==> src/rtl/rstseq_pkg.sv <==
// Package: shared state type and helpers for the reset sequencer.
// Assumes nothing beyond standard SystemVerilog elaboration.
package rstseq_pkg;

    // Sequencer phases; the order carries no meaning.
    typedef enum logic [2:0] {
        SEQ_PWRDN   = 3'd0,
        SEQ_RELEASE = 3'd1,
        SEQ_INIT    = 3'd2,
        SEQ_RUN     = 3'd3,
        SEQ_ENTER   = 3'd4
    } seq_state_t;

    // Largest of three frame spans, used to size the shared counter.
    function automatic int max3(input int a, input int b, input int c);
        int m;
        m = (a > b) ? a : b;
        return (m > c) ? m : c;
    endfunction

endpackage

==> src/rtl/frame_span_counter.sv <==
// Counts frame strobes up to a selectable span and flags the final strobe.
// Assumes span >= 1 and that the owner clears it whenever the span changes.
module frame_span_counter #(
    parameter int CNT_W = 10
) (
    input  logic             clk,
    input  logic             rst_n,
    input  logic             clr,
    input  logic             en,
    input  logic             stb,
    input  logic [CNT_W-1:0] span,
    output logic             hit
);

    logic [CNT_W-1:0] cnt;

    // Final strobe of the current span.
    assign hit = en && stb && (cnt == span - CNT_W'(1));

    // Strobe counter, restarted on every phase change.
    always_ff @(posedge clk) begin
        if (!rst_n) begin
            cnt <= '0;
        end else if (clr || !en) begin
            cnt <= '0;
        end else if (stb) begin
            cnt <= hit ? '0 : cnt + CNT_W'(1);
        end
    end

    AST_SPAN_BOUND: assert property (@(posedge clk) disable iff (!rst_n)
        en |-> (cnt < span));

endmodule

==> src/rtl/seq_fsm.sv <==
// Phase controller: walks between powered-down, release, init, run and entry.
// Assumes run_bit is synchronous to clk and span_hit comes from the shared counter.
module seq_fsm
    import rstseq_pkg::*;
#(
    parameter int CNT_W          = 10,
    parameter int ENTRY_FRAMES   = 5,
    parameter int RELEASE_FRAMES = 4,
    parameter int INIT_FRAMES    = 518
) (
    input  logic             clk,
    input  logic             rst_n,
    input  logic             run_bit,
    input  logic             span_hit,
    output seq_state_t       state,
    output logic             span_clr,
    output logic             span_en,
    output logic [CNT_W-1:0] span_len
);

    seq_state_t state_nx;

    // Next phase; a cleared run bit always takes priority over a span end.
    always_comb begin
        state_nx = state;
        case (state)
            SEQ_PWRDN:   if (run_bit) state_nx = SEQ_RELEASE;
            SEQ_RELEASE: if (!run_bit) state_nx = SEQ_PWRDN;
                         else if (span_hit) state_nx = SEQ_INIT;
            SEQ_INIT:    if (!run_bit) state_nx = SEQ_ENTER;
                         else if (span_hit) state_nx = SEQ_RUN;
            SEQ_RUN:     if (!run_bit) state_nx = SEQ_ENTER;
            SEQ_ENTER:   if (run_bit) state_nx = SEQ_RUN;
                         else if (span_hit) state_nx = SEQ_PWRDN;
            default:     state_nx = SEQ_PWRDN;
        endcase
    end

    // Span selection and counter control for timed phases.
    always_comb begin
        span_en  = (state == SEQ_ENTER) || (state == SEQ_RELEASE) || (state == SEQ_INIT);
        span_clr = (state_nx != state);
        case (state)
            SEQ_ENTER:   span_len = CNT_W'(ENTRY_FRAMES);
            SEQ_RELEASE: span_len = CNT_W'(RELEASE_FRAMES);
            default:     span_len = CNT_W'(INIT_FRAMES);
        endcase
    end

    // Phase register.
    always_ff @(posedge clk) begin
        if (!rst_n) state <= SEQ_PWRDN;
        else        state <= state_nx;
    end

    AST_PWRDN_HOLDS: assert property (@(posedge clk) disable iff (!rst_n)
        (state == SEQ_PWRDN && !run_bit) |=> (state == SEQ_PWRDN));

    AST_RUN_NEEDS_BIT: assert property (@(posedge clk) disable iff (!rst_n)
        (state == SEQ_RUN) |-> ($past(run_bit) || $past(state) == SEQ_RUN));

endmodule

==> src/rtl/zero_flag_timer.sv <==
// One zero-detect flag: set while the run bit is low, dropped after a frame count.
// Assumes run_bit is synchronous to clk.
module zero_flag_timer #(
    parameter int ZF_FRAMES = 9
) (
    input  logic clk,
    input  logic rst_n,
    input  logic run_bit,
    input  logic frame_stb,
    output logic flag
);

    localparam int ZC_W = $clog2(ZF_FRAMES + 1);

    logic [ZC_W-1:0] zc;

    // Flag and its release counter.
    always_ff @(posedge clk) begin
        if (!rst_n || !run_bit) begin
            flag <= 1'b1;
            zc   <= '0;
        end else if (flag && frame_stb) begin
            if (zc == ZC_W'(ZF_FRAMES - 1)) begin
                flag <= 1'b0;
                zc   <= '0;
            end else begin
                zc <= zc + ZC_W'(1);
            end
        end
    end

    AST_ZF_SET: assert property (@(posedge clk) disable iff (!rst_n)
        !run_bit |=> flag);

    AST_ZF_DROP_ON_STB: assert property (@(posedge clk) disable iff (!rst_n)
        $fell(flag) |-> $past(frame_stb && run_bit));

endmodule

==> src/rtl/codec_rst_seq.sv <==
// Top of the reset sequencer: phase controller, shared frame counter,
// per-flag zero timers and output decode.
// Assumes a single clock domain and a one-cycle frame strobe.
module codec_rst_seq
    import rstseq_pkg::*;
#(
    parameter int ENTRY_FRAMES   = 5,
    parameter int RELEASE_FRAMES = 4,
    parameter int INIT_FRAMES    = 518,
    parameter int ZF_FRAMES      = 9,
    parameter int ZF_NUM         = 2
) (
    input  logic              clk,
    input  logic              rst_n,
    input  logic              frame_stb,
    input  logic              run_bit,
    output logic              core_rst_n,
    output logic              init_busy,
    output logic              adc_zero_force,
    output logic              dac_pwrdn,
    output logic [ZF_NUM-1:0] zero_flag
);

    localparam int SPAN_MAX = max3(ENTRY_FRAMES, RELEASE_FRAMES, INIT_FRAMES);
    localparam int CNT_W    = $clog2(SPAN_MAX + 1);

    seq_state_t       state;
    logic             span_clr;
    logic             span_en;
    logic             span_hit;
    logic [CNT_W-1:0] span_len;

    seq_fsm #(
        .CNT_W          (CNT_W),
        .ENTRY_FRAMES   (ENTRY_FRAMES),
        .RELEASE_FRAMES (RELEASE_FRAMES),
        .INIT_FRAMES    (INIT_FRAMES)
    ) u_fsm (
        .clk      (clk),
        .rst_n    (rst_n),
        .run_bit  (run_bit),
        .span_hit (span_hit),
        .state    (state),
        .span_clr (span_clr),
        .span_en  (span_en),
        .span_len (span_len)
    );

    frame_span_counter #(
        .CNT_W (CNT_W)
    ) u_span (
        .clk   (clk),
        .rst_n (rst_n),
        .clr   (span_clr),
        .en    (span_en),
        .stb   (frame_stb),
        .span  (span_len),
        .hit   (span_hit)
    );

    // One timer per zero-detect output.
    for (genvar g = 0; g < ZF_NUM; g++) begin : g_zf
        zero_flag_timer #(
            .ZF_FRAMES (ZF_FRAMES)
        ) u_zf (
            .clk       (clk),
            .rst_n     (rst_n),
            .run_bit   (run_bit),
            .frame_stb (frame_stb),
            .flag      (zero_flag[g])
        );
    end

    // Output decode from the registered phase.
    always_comb begin
        core_rst_n     = !((state == SEQ_PWRDN) || (state == SEQ_RELEASE));
        init_busy      = (state == SEQ_INIT);
        dac_pwrdn      = !core_rst_n;
        adc_zero_force = !core_rst_n || init_busy;
    end

    AST_RST_ON_STB: assert property (@(posedge clk) disable iff (!rst_n)
        $fell(core_rst_n) |-> $past(frame_stb));

    AST_RELEASE_TO_INIT: assert property (@(posedge clk) disable iff (!rst_n)
        $rose(core_rst_n) |-> (init_busy && $past(frame_stb)));

    AST_INIT_EXIT: assert property (@(posedge clk) disable iff (!rst_n)
        $fell(init_busy) |-> ($past(frame_stb) || !$past(run_bit)));

    AST_ABORT_INIT: assert property (@(posedge clk) disable iff (!rst_n)
        (init_busy && !run_bit) |=> (!init_busy && core_rst_n));

endmodule

==> config.mk <==
export PLATFORM = sky130hd
export DESIGN_NAME = codec_rst_seq
export DESIGN_NICKNAME = d
export VERILOG_FILES = /design/src/rtl/rstseq_pkg.sv /design/src/rtl/frame_span_counter.sv /design/src/rtl/seq_fsm.sv /design/src/rtl/zero_flag_timer.sv /design/src/rtl/codec_rst_seq.sv
export SDC_FILE = /design/constraint.sdc
export NUM_CORES = 1
export LEC_CHECK = 0
export CORE_MARGIN = 4
export CORE_UTILIZATION = 40
export CTS_CLUSTER_SIZE = 24
export DETAILED_ROUTE_END_ITERATION = 8
export GPL_TIMING_DRIVEN = 0
export SLEW_MARGIN = 15
export SYNTH_ARGS = -nofsm -noshare
export SYNTH_HDL_FRONTEND = slang
export SYNTH_SLANG_ARGS = --single-unit
==> constraint.sdc <==
create_clock -name clk -period 4.51 [get_ports clk]
set_input_delay 0.6765 -clock clk [delete_from_list [all_inputs] [get_ports clk]]
set_output_delay 0.6765 -clock clk [all_outputs]
set_load 0.01 [all_outputs]
After elaboration in Yosys (flattened, before gate mapping)
Cells that the tools add are included.
- equal/unequal tests: 8
- bitwise logic cells: 1
- multiplexer cells: 13
- reduce and logical (&&, ||, !) cells: 18
- add/subtract/negate cells: 4
- operators by type and width (kind ; number):
    3-bit 2-to-1 mux ; 8
    10-bit one-hot mux with 2 select lines ; 1
    3-bit one-hot mux with 5 select lines ; 1
    10-bit by 1-bit adder with 10-bit output, second input constant ; 1
    10-bit == test ; 1
    10-bit 2-to-1 mux ; 1
    10-bit by 1-bit subtractor with 10-bit output, second input constant ; 1
    4-bit by 1-bit adder with 4-bit output, second input constant ; 2
    4-bit == test, second input constant ; 2
    4-bit 2-to-1 mux ; 2
    3-bit by 2-bit == test with 1-bit output, second input constant ; 2
    1-bit logical OR ; 6
    1-bit logical AND ; 4
    1-bit logical NOT ; 4
    2-bit AND reduction ; 2
    3-bit by 1-bit == test with 1-bit output, second input constant ; 1
    3-bit == test, second input constant ; 1
    3-bit logical NOT ; 1
    3-bit inequality test ; 1
    2-bit OR reduction ; 1
    1-bit inverter ; 1
- bits in registers: 23
- input port bits: 4
- word-level logic and storage cells: 50

Logic depth before layout (Yosys ltp)
Gate-level depths: netlist of the first run.
- depth in word-level cells: 11
- mapped depth: 7
- depth with buffers taken out: 7

By module
From an unflattened synthesis of the first run, not the netlist that was laid out.
- cells, all modules: 210
- area total of the unflattened synthesis: 1705.4 µm²
- by module, submodules not included (module ; instances ; cells an instance ; seq. area each (µm²) ; area an instance (µm²)):
    frame_span_counter ; 1 ; 110 ; 200.2 ; 864.6
    zero_flag_timer ; 2 ; 30 ; 100.1 ; 261.5
    seq_fsm ; 1 ; 36 ; 60.1 ; 290.3
    codec_rst_seq ; 1 ; 4 ; 0.0 ; 27.5

Worst setup path before layout of the first run
Ideal clock, no wire load.
- kind: input -> register
- start point: input frame_stb
- end point: register u_fsm.state[0]
- cell stages on the path: 6
- arrival: 1.770 ns
- path buffers: 1
- data required time: 4.378 ns
- path slack: 2.607 ns
- cells stage by stage: clkbuf_1 > nor4b_1 > nand3_1 > a221o_1 > mux2i_1 > a21oi_1
- cells in the longest elaborated chain, start to end: 5
- elaborated cells between the ends (all ways): 9
- ends and longest elaborated chain (item ; line ; text):
    from (decl) ; codec_rst_seq.sv:15 ; input logic frame_stb,
    1-bit logical AND (*) (2 in a row) ; frame_span_counter.sv:18 ; assign hit = en && stb && (cnt == span - CNT_W'(1));
    3-bit 2-to-1 mux, on equally long branches ; seq_fsm.sv:34, seq_fsm.sv:29, seq_fsm.sv:31 ;
    3-bit 2-to-1 mux, on equally long branches ; seq_fsm.sv:33, seq_fsm.sv:28, seq_fsm.sv:30 ;
    3-bit one-hot mux with 5 select lines (*) ; seq_fsm.sv:26 ; case (state)
    to (signal assigned) ; seq_fsm.sv:53 ; else state <= state_nx;
    to (decl) ; seq_fsm.sv:15 ; output seq_state_t state,
Every way passes the cells marked *; elsewhere a longest branch is shown, timed or not.
A chain may end at the register's enable or synchronous reset.

Worst setup path in the final report of the first run
- start point: register u_fsm.state[0]
- end point: output init_busy
- cells in the longest elaborated chain, start to end: 1
- ends and longest elaborated chain (item ; line ; text):
    3-bit by 2-bit == test with 1-bit output ; codec_rst_seq.sv:77 ; init_busy = (state == SEQ_INIT);
    to (decl) ; codec_rst_seq.sv:18 ; output logic init_busy,
No other way between the ends.

==> results of run 1 <==
==> stage by stage <==
step | instance area [sq um] | hold slack (ns) | std cells | total power [W] | setup WS [ns]
2_1_floorplan | 1206 | 0.4658 | 152 | 0.0002250 | 2.607
3_3_place_gp | 1325 | 0.4791 | 191 | 0.0002310 | 2.363
3_5_place_dp | 1325 | 0.4904 | 191 | 0.0002317 | 2.337
4_1_cts | 1353 | 0.5094 | 195 | 0.0003328 | 2.033
5_1_grt | 1353 | 0.5639 | 195 | 0.0003437 | 1.918
6_report | 1353 | 0.5120 | 195 | 0.0003255 | 2.041
==> path summary, 6_finish.rpt <==
path / startpoint / endpoint / cells past startpoint
min: g_zf[0].u_zf.zc[1] / g_zf[0].u_zf.zc[1] / 2
min reg2reg: g_zf[0].u_zf.zc[1] / g_zf[0].u_zf.zc[1] / 2
max: u_fsm.state[0] / init_busy / 3
max reg2reg: u_fsm.state[0] / u_span.cnt[9] / 6
==> report_power, final <==
part | internal, W | switching (W) | total (W)
Sequential | 0.000205 | 0.00000166 | 0.000207
Combinational | 0.00000799 | 0.0000128 | 0.0000208
Clock | 0.0000332 | 0.0000649 | 0.0000981
==> flip-flops by register name, indices dropped and copies added (netlist names) <==
register and flops:
u_span.cnt 10, g_zf.u_zf.zc 8, u_fsm.state 3, g_zf.u_zf.flag 2
==> worst max-delay path: cells and delay by family, from the launching register on <==
kind                   cells  cell delay (ns)
DFF                        1             0.32
and+or+nand+nor            1             0.38
buffers and inverters      2             0.78
==> final cells by class <==
class | instances | share of cell area [%]
sequential | 23 | 34.04
clock inverter | 1 | 0.3700
multi-input combinational | 114 | 49.49
clock buffer | 3 | 1.665
tap | 31 | 2.868
timing repair buffer | 8 | 5.920
buffer | 8 | 3.700
inverter | 7 | 1.943
==> logic make-up after synthesis <==
family          count (synthesis)
fa+ha+maj                       5
mux                             1
compound gates                 25
flops                          23
xor+xnor                        9
simple gates                   74
buf+inv                        15
==> synthesized netlist by cell type, types with 2 or more instances <==
cell type	n	share of area [%]
o21ai_0	6	2.5
xnor2_1	6	4.4
buf_4	3	1.9
ha_1	5	5.2
xor2_1	3	2.2
nor2_1	22	6.8
and2_1	2	1.0
nor3_1	6	2.5
nand3_1	8	3.3
dfxtp_1	23	38
a21oi_1	13	5.4
inv_1	7	2.2
nor3b_1	5	3.1
nand2b_1	2	1.0
a21o_1	2	1.2
nand4_1	2	1.0
clkbuf_1	3	0.93
and3_1	2	1.0
nand2_1	17	5.3
nor2b_1	2	1.0
==> routing by layer <==
metal	up-vias	share of wire [%]
met5	-	0
met4	0	1.4
met3	6	3.5
met2	19	47
met1	487	48
li1	538	-
==> cells in the final DEF, fill, tap and decap left out, types with 2 or more instances in the layout <==
master,count
nor2_1,22
nand2_1,17
nor3_1,6
nor3b_1,5
ha_1,5
nand4_1,2
nand2b_1,2
a21o_1,2
nand3_1,8
nor2b_1,2
a21oi_1,13
dfxtp_1,23
o21ai_0,6
clkbuf_1,3
clkbuf_4,3
clkdlybuf4s50_1,8
buf_4,3
and2_1,2
xnor2_1,6
and3_1,2
xor2_1,3
inv_1,7
==> results.md, run 1 <==
* Reg-to-reg setup timing slack at 2.50 ns
* Post-Synthesis Cells at 152
* Clock Path Buffers at 2
* Number of flops mapped to enable cells by yosys at 0
* Grt peak-use layer: met2
* First drt pass iteration count at 4
* Routed Antenna Nets at 0
* RSZ-0062 raised after global routing: no
* Final nets at about 170
* Final clock period utilization by the worst path at 54.75%
* Via density at 5.385
* I/O pin count at 10
* Post-DP HPWL at 1733 microns
* Die X at 62.91 microns
* Fill count at 299
* Gr usage total at a little over an eighth
* Post-synthesis mux area share at 0.8299%
* Max IR drop VDD at 196.4 uV
* Max-cap violations at 0
* Startpoint Class: register
* Setup TNS at 0 ns
* Avg WL per Cell at 11.91 microns
* Core Util, Final at 47.81%
* Worst EP required at 3.83 ns
* CP endpoint kind: output pin
* Met2 GRT Util at between 20% and 30%
* Worst-path cell chain: buf_2 > nor3b_1 > clkdlybuf4s50_1
* Layout cell share with drive strength beyond 1 at about 7.3%
* Pin count of the biggest net entering global routing at 14
* Status: finished clean
* Area of the multi-input gates at 669.4 sq um
* CTS resizes at 0
* # rows at 19
* Final Skew at 0.01337 ns
* Critical path arrival at ~1.8 ns
* Vias after detailed routing at 1050
* Core footprint at between 0.002 and 0.003 sq mm
* Routing usage on met3 at 4.496%
* Synth async-reset ratio at 0%
* Slew headroom at a little over two thirds
* ANT cells at 0
* Clock Latency Late Sink at about 0.32 ns
* Library cells used by synthesis at 33
* Sequential share of the synthesized area at about two fifths
* Crit-path max FO at 8
* Global-route wire length before repair at 4202 microns
* CTS root buf: clkbuf_4
* Die area at 0.003958 sq mm
* Synth Area per Inst at just under 8 sq um
* Crit path kind: register to output pin
* Max Transition Viols Final at 0
* Minimum clock period at 2.469 ns
* Slew @ Worst Pin at 0.4557 ns
* Adder-cell area share of the yosys netlist at 5.187%
* Drt drc at 0
* Setup violators final at 0
* Die Ht at 62.91 microns
* Fmax achieved at 405.0 MHz
* Leakage power at 0.4980 nW
* XOR/XNOR Fraction of Synth Area at 6.535%
* CP max stage cell: clkdlybuf4s50_1
* CTS Buf Count at 3
* Buffer count from post-CTS setup fixing at 0
* Initial core utilization at 42.64%
* Vias in the first global route at ~980
* Clk pin slew, worst setup/hold paths at between 0.1 and 0.15 ns
* Clock sinks at 23
* Hold buffer count at CTS at 0
* Post-synthesis simple-gate area fraction at approximately 31%
* Dominant synthesized flop cell: dfxtp_1
* Ys Warns at 0
* Syn_nets at 161
* H-Tree Depth at 1
* GR Util met1 at between 10% and 20%
* Critical Path Max Stage Delay at 0.62 ns
* Largest family of logic cells by synthesized area: simple AND/OR/NAND/NOR gates
* Area Growth Syn to Fin at 12.14%
* Synthesized area at between 0.001 and 0.0015 sq mm
* FF/Latch Area at 460.4 sq um
* DR iter-0 viols at 53
* Synth Register Bits at 23
* Antenna violations before repair at 0
* Final hold vios at 0
* TritonCTS clock tree: done
* Routed WL at 2323 microns
* Overflow after GRT at 0
* Gpl congestion at 0.7798
* Compound-cell area share of the yosys netlist at 12.14%
* I/O Buffers at 8
* Worst hold path class: register to register
* Cell Pwr Density at 240.7 mW/mm^2
(Power assumes the default switching activity.)
==> inputs of run 2 (changes only) <==
==> constraint.sdc (replaced) <==
create_clock -name clk -period 2.3 [get_ports clk]
set_input_delay 0.345 -clock clk [delete_from_list [all_inputs] [get_ports clk]]
set_output_delay 0.345 -clock clk [all_outputs]
set_load 0.01 [all_outputs]
==> results of run 2 <==
The final DEF is identical to that of run 1. Status: finished clean.
Main changes from that run: setup slack after placement 2.337 ns -> 0.2952 ns; setup slack after layout 2.041 ns -> 0.1621 ns; register-to-register setup slack 2.50 ns -> 0.29 ns; total power 0.0003255 W -> 0.0006383 W; worst IR drop on VDD 196.4 uV -> 385.1 uV
==> inputs of run 3 (changes only) <==
--- a/config.mk
+++ b/config.mk
@@ -5,6 +5,7 @@
 export SDC_FILE = /design/constraint.sdc
 export NUM_CORES = 1
 export LEC_CHECK = 0
+export ABC_AREA = 1
 export CORE_MARGIN = 4
 export CORE_UTILIZATION = 40
 export CTS_CLUSTER_SIZE = 24
==> run 3 against run 2 <==
Non-clock buffer count shrank 5. Final area grew 13%. Via count grew 7.5%. Register-to-register slack gained 0.09 ns. Die area grew 11%. Synthesized area grew 13%. Sequential cell count is the same. Wire length grew 5.3%. Sequential power is essentially flat. Global-route usage shrank 0.38 points. First-iteration DRC count shrank 9.4%. Worst setup slack gained 0.069 ns. Critical endpoint is now core_rst_n. Largest cell class unchanged.
==> results.md, run 3 <==
* Most frequent cells in the layout: nand2_1 (39), nor2_1 (25), dfxtp_1 (23), inv_1 (22), nor2_2 (14)
* Library cells used by synthesis at 24
* Worst EP required at 1.96 ns
* Avg WL per Cell at 9.780 microns
* Crit-path max FO at 7
* Sw frac at 24.74%
* I/O Buffers at 8
* RSZ-0062 raised after global routing: no
* Top reg by flops: u_span.cnt
* Clock sinks at 23
* Final hold vios at 0
* Area Growth Syn to Fin at 11.83%
* Drt drc at 0
* Max reg flops at 10
* Dpl cells at 246
* Non-filler cells, final at 250
* Area leader, netlist: dfxtp_1
* Final nets at 216
* Minimum clock period at ~2.1 ns
* Commonest non-fill, non-tap cell in the layout: nand2_1
* Die X at 66.39 microns
* Max-cap violations at 0
* Crit path kind: register to output pin
* Hold buffer count at CTS at 0
* Global-route wire length before repair at 4450 microns
* Startpoint Class: register
* Fmax achieved at 483.3 MHz
* Switching power at roughly 0.00016 W
* Synth top area share at between 30% and 40%
* Ys Warns at 0
* Synth Register Bits at 23
* Slew @ Worst Pin at roughly 0.30 ns
* Dominant synthesized flop cell: dfxtp_1
* Clock Path Buffers at 2
* Leakage power at roughly 0.67 nW
* CTS root buf: clkbuf_4
* Routed Antenna Nets at 0
* Count leader, synth: nand2_1
* Gpl congestion at approximately 0.8
* CP endpoint kind: output pin
* Antenna violations before repair at 0
* Comb power frac at 10.8%
* Buffer count from post-CTS setup fixing at 0
* Critical path arrival at 1.72 ns
* Max IR drop VDD at 256.1 uV
* Final clock period utilization by the worst path at approximately 90%
* H-Tree Depth at 1
* Pin count of the biggest net entering global routing at 13
* Vias after detailed routing at 1129
* First drt pass iteration count at 4
* DR iter-0 viols at 48
* Final Power at 0.0006623 W
* # rows at 20
* TritonCTS clock tree: done
* Die area at 0.004408 sq mm
* Worst-path cell chain: inv_2 > nand3_2 > nand2_1 > inv_1 > clkdlybuf4s50_1
* Gr usage total at 12.64%
* Status: finished clean
* Fill count at 350
* Setup TNS at 0 ns
* Synth Area per Inst at 7.030 sq um
* Cell Pwr Density at roughly 430 mW/mm^2
* I/O pin count at 10
* Number of flops mapped to enable cells by yosys at 0
* Final Skew at 0.002152 ns
* Post-DP HPWL at about 1900 microns
* Internal Power at between 0.0004 and 0.0005 W
* Clk pin slew, worst setup/hold paths at 0.12 ns
* CP max stage cell: clkdlybuf4s50_1
* Routed WL at roughly 2400 microns
* Placed instance area at 0.001499 sq mm
* Initial core utilization at 43.25%
* Overflow after GRT at 0
* Clock Latency Late Sink at 0.30 ns
* Syn_nets at 203
* Die Ht at roughly 66 microns
* Via density at 4.516
* Clock network fraction of total power at approximately 28%
* Layout cell share with drive strength beyond 1 at about a fifth
* Max Transition Viols Final at 0
* Top Registers: u_span.cnt (10), g_zf.u_zf.zc (8), u_fsm.state (3)
* Slew headroom at 80.24%
* CTS resizes at 0
* Synthesized area at between 0.001 and 0.0015 sq mm
* Worst hold path class: primary input to register
* Design Area, Final at 0.001525 sq mm
* Vias in the first global route at between 1000 and 1500
* Commonest cells post-synth: nand2_1 (39), nor2_1 (25), dfxtp_1 (23), inv_1 (22), nor2_2 (14)
* Critical Path Max Stage Delay at 0.54 ns
* Top cells by area, synth: dfxtp_1 (34%), nand2_1 (11%), nor2_1 (6.9%), nor2_2 (6.4%), inv_1 (6.1%)
* Setup violators final at 0
* Seq pwr share at around 62%
* ANT cells at 0
* Core footprint at 0.003153 sq mm
* CP bufs+invs at 3
* CTS Buf Count at 3
* CP top delay family: buffers and inverters
* Synth async-reset ratio at 0%
* Post-Synthesis Cells at 194
* Sequential share of the synthesized area at 33.76%
[run 3: per-stage QoR]
stage | hold WS (ns) | setup slack [ns] | utilization, %
after CTS | 0.3929 | 0.2263 | 48.37
after floorplan | 0.4400 | 0.6710 | -
after global placement | 0.4509 | 0.2200 | 47.54
after global routing | 0.3969 | 0.1030 | 48.37
final | 0.3993 | 0.2309 | 48.37
after detailed placement | 0.4601 | 0.1722 | 47.54
[run 3: cell type report]
type,count,area [sq um],share of cell area [%]
tap,44,55.05,3.610
inverter,29,108.9,7.137
multi-input combinational,139,772.0,50.62
buffer,3,22.52,1.477
clock buffer,4,26.28,1.723
sequential,23,460.4,30.19
timing repair buffer,8,80.08,5.250
[run 3: cells by family after synthesis]
logic type / after synthesis / share of synthesized area (%)
AO/OA/AOI/OAI: 11 / 4.312
XOR/XNOR: 9 / 5.780
adder cells (fa/ha/maj): 5 / 4.587
buffers and inverters: 32 / 9.633
flip-flops: 23 / 33.76
AND/OR/NAND/NOR: 114 / 41.93
[run 3: path summary, 6_finish.rpt]
path / startpoint / endpoint / slack [ns] / depth (start not counted)
max: u_fsm.state[2] / core_rst_n / 0.23 / 5
min: frame_stb / g_zf[0].u_zf.zc[1] / 0.40 / 3
max reg2reg: u_fsm.state[2] / u_span.cnt[5] / 0.38 / 14
min reg2reg: g_zf[0].u_zf.flag / g_zf[0].u_zf.flag / 0.47 / 2
[run 3: metal layers]
layer / share of wire (%) / GRT usage [%] / up-vias / routed length, microns
li1: - / - / 623 / -
met1: 49 / 15.02 / 498 / 1187
met2: 48 / 22.18 / 8 / 1167
met3: 3.7 / 3.912 / 0 / 91
met4: 0 / 2.538 / 0 / 0
met5: 0 / 0 / - / 0
[run 3: power by group through the flow]
stage | Combinational (W) | Clock (W) | Sequential (W)
after floorplan | 0.0000505 | 0 | 0.000416
after global placement | 0.0000712 | 0 | 0.000417
after detailed placement | 0.0000719 | 0 | 0.000417
after CTS | 0.0000725 | 0.000193 | 0.000409
after global routing | 0.0000827 | 0.000209 | 0.000410
final | 0.0000714 | 0.000183 | 0.000408
[run 3: worst reg2reg max path: cells and delay by family, from the launching register on]
| family | cells | cell delay (ns) |
|---|---|---|
| buffers and inverters | 1 | 0.11 |
| and+or+nand+nor | 13 | 1.25 |
| DFF | 1 | 0.51 |
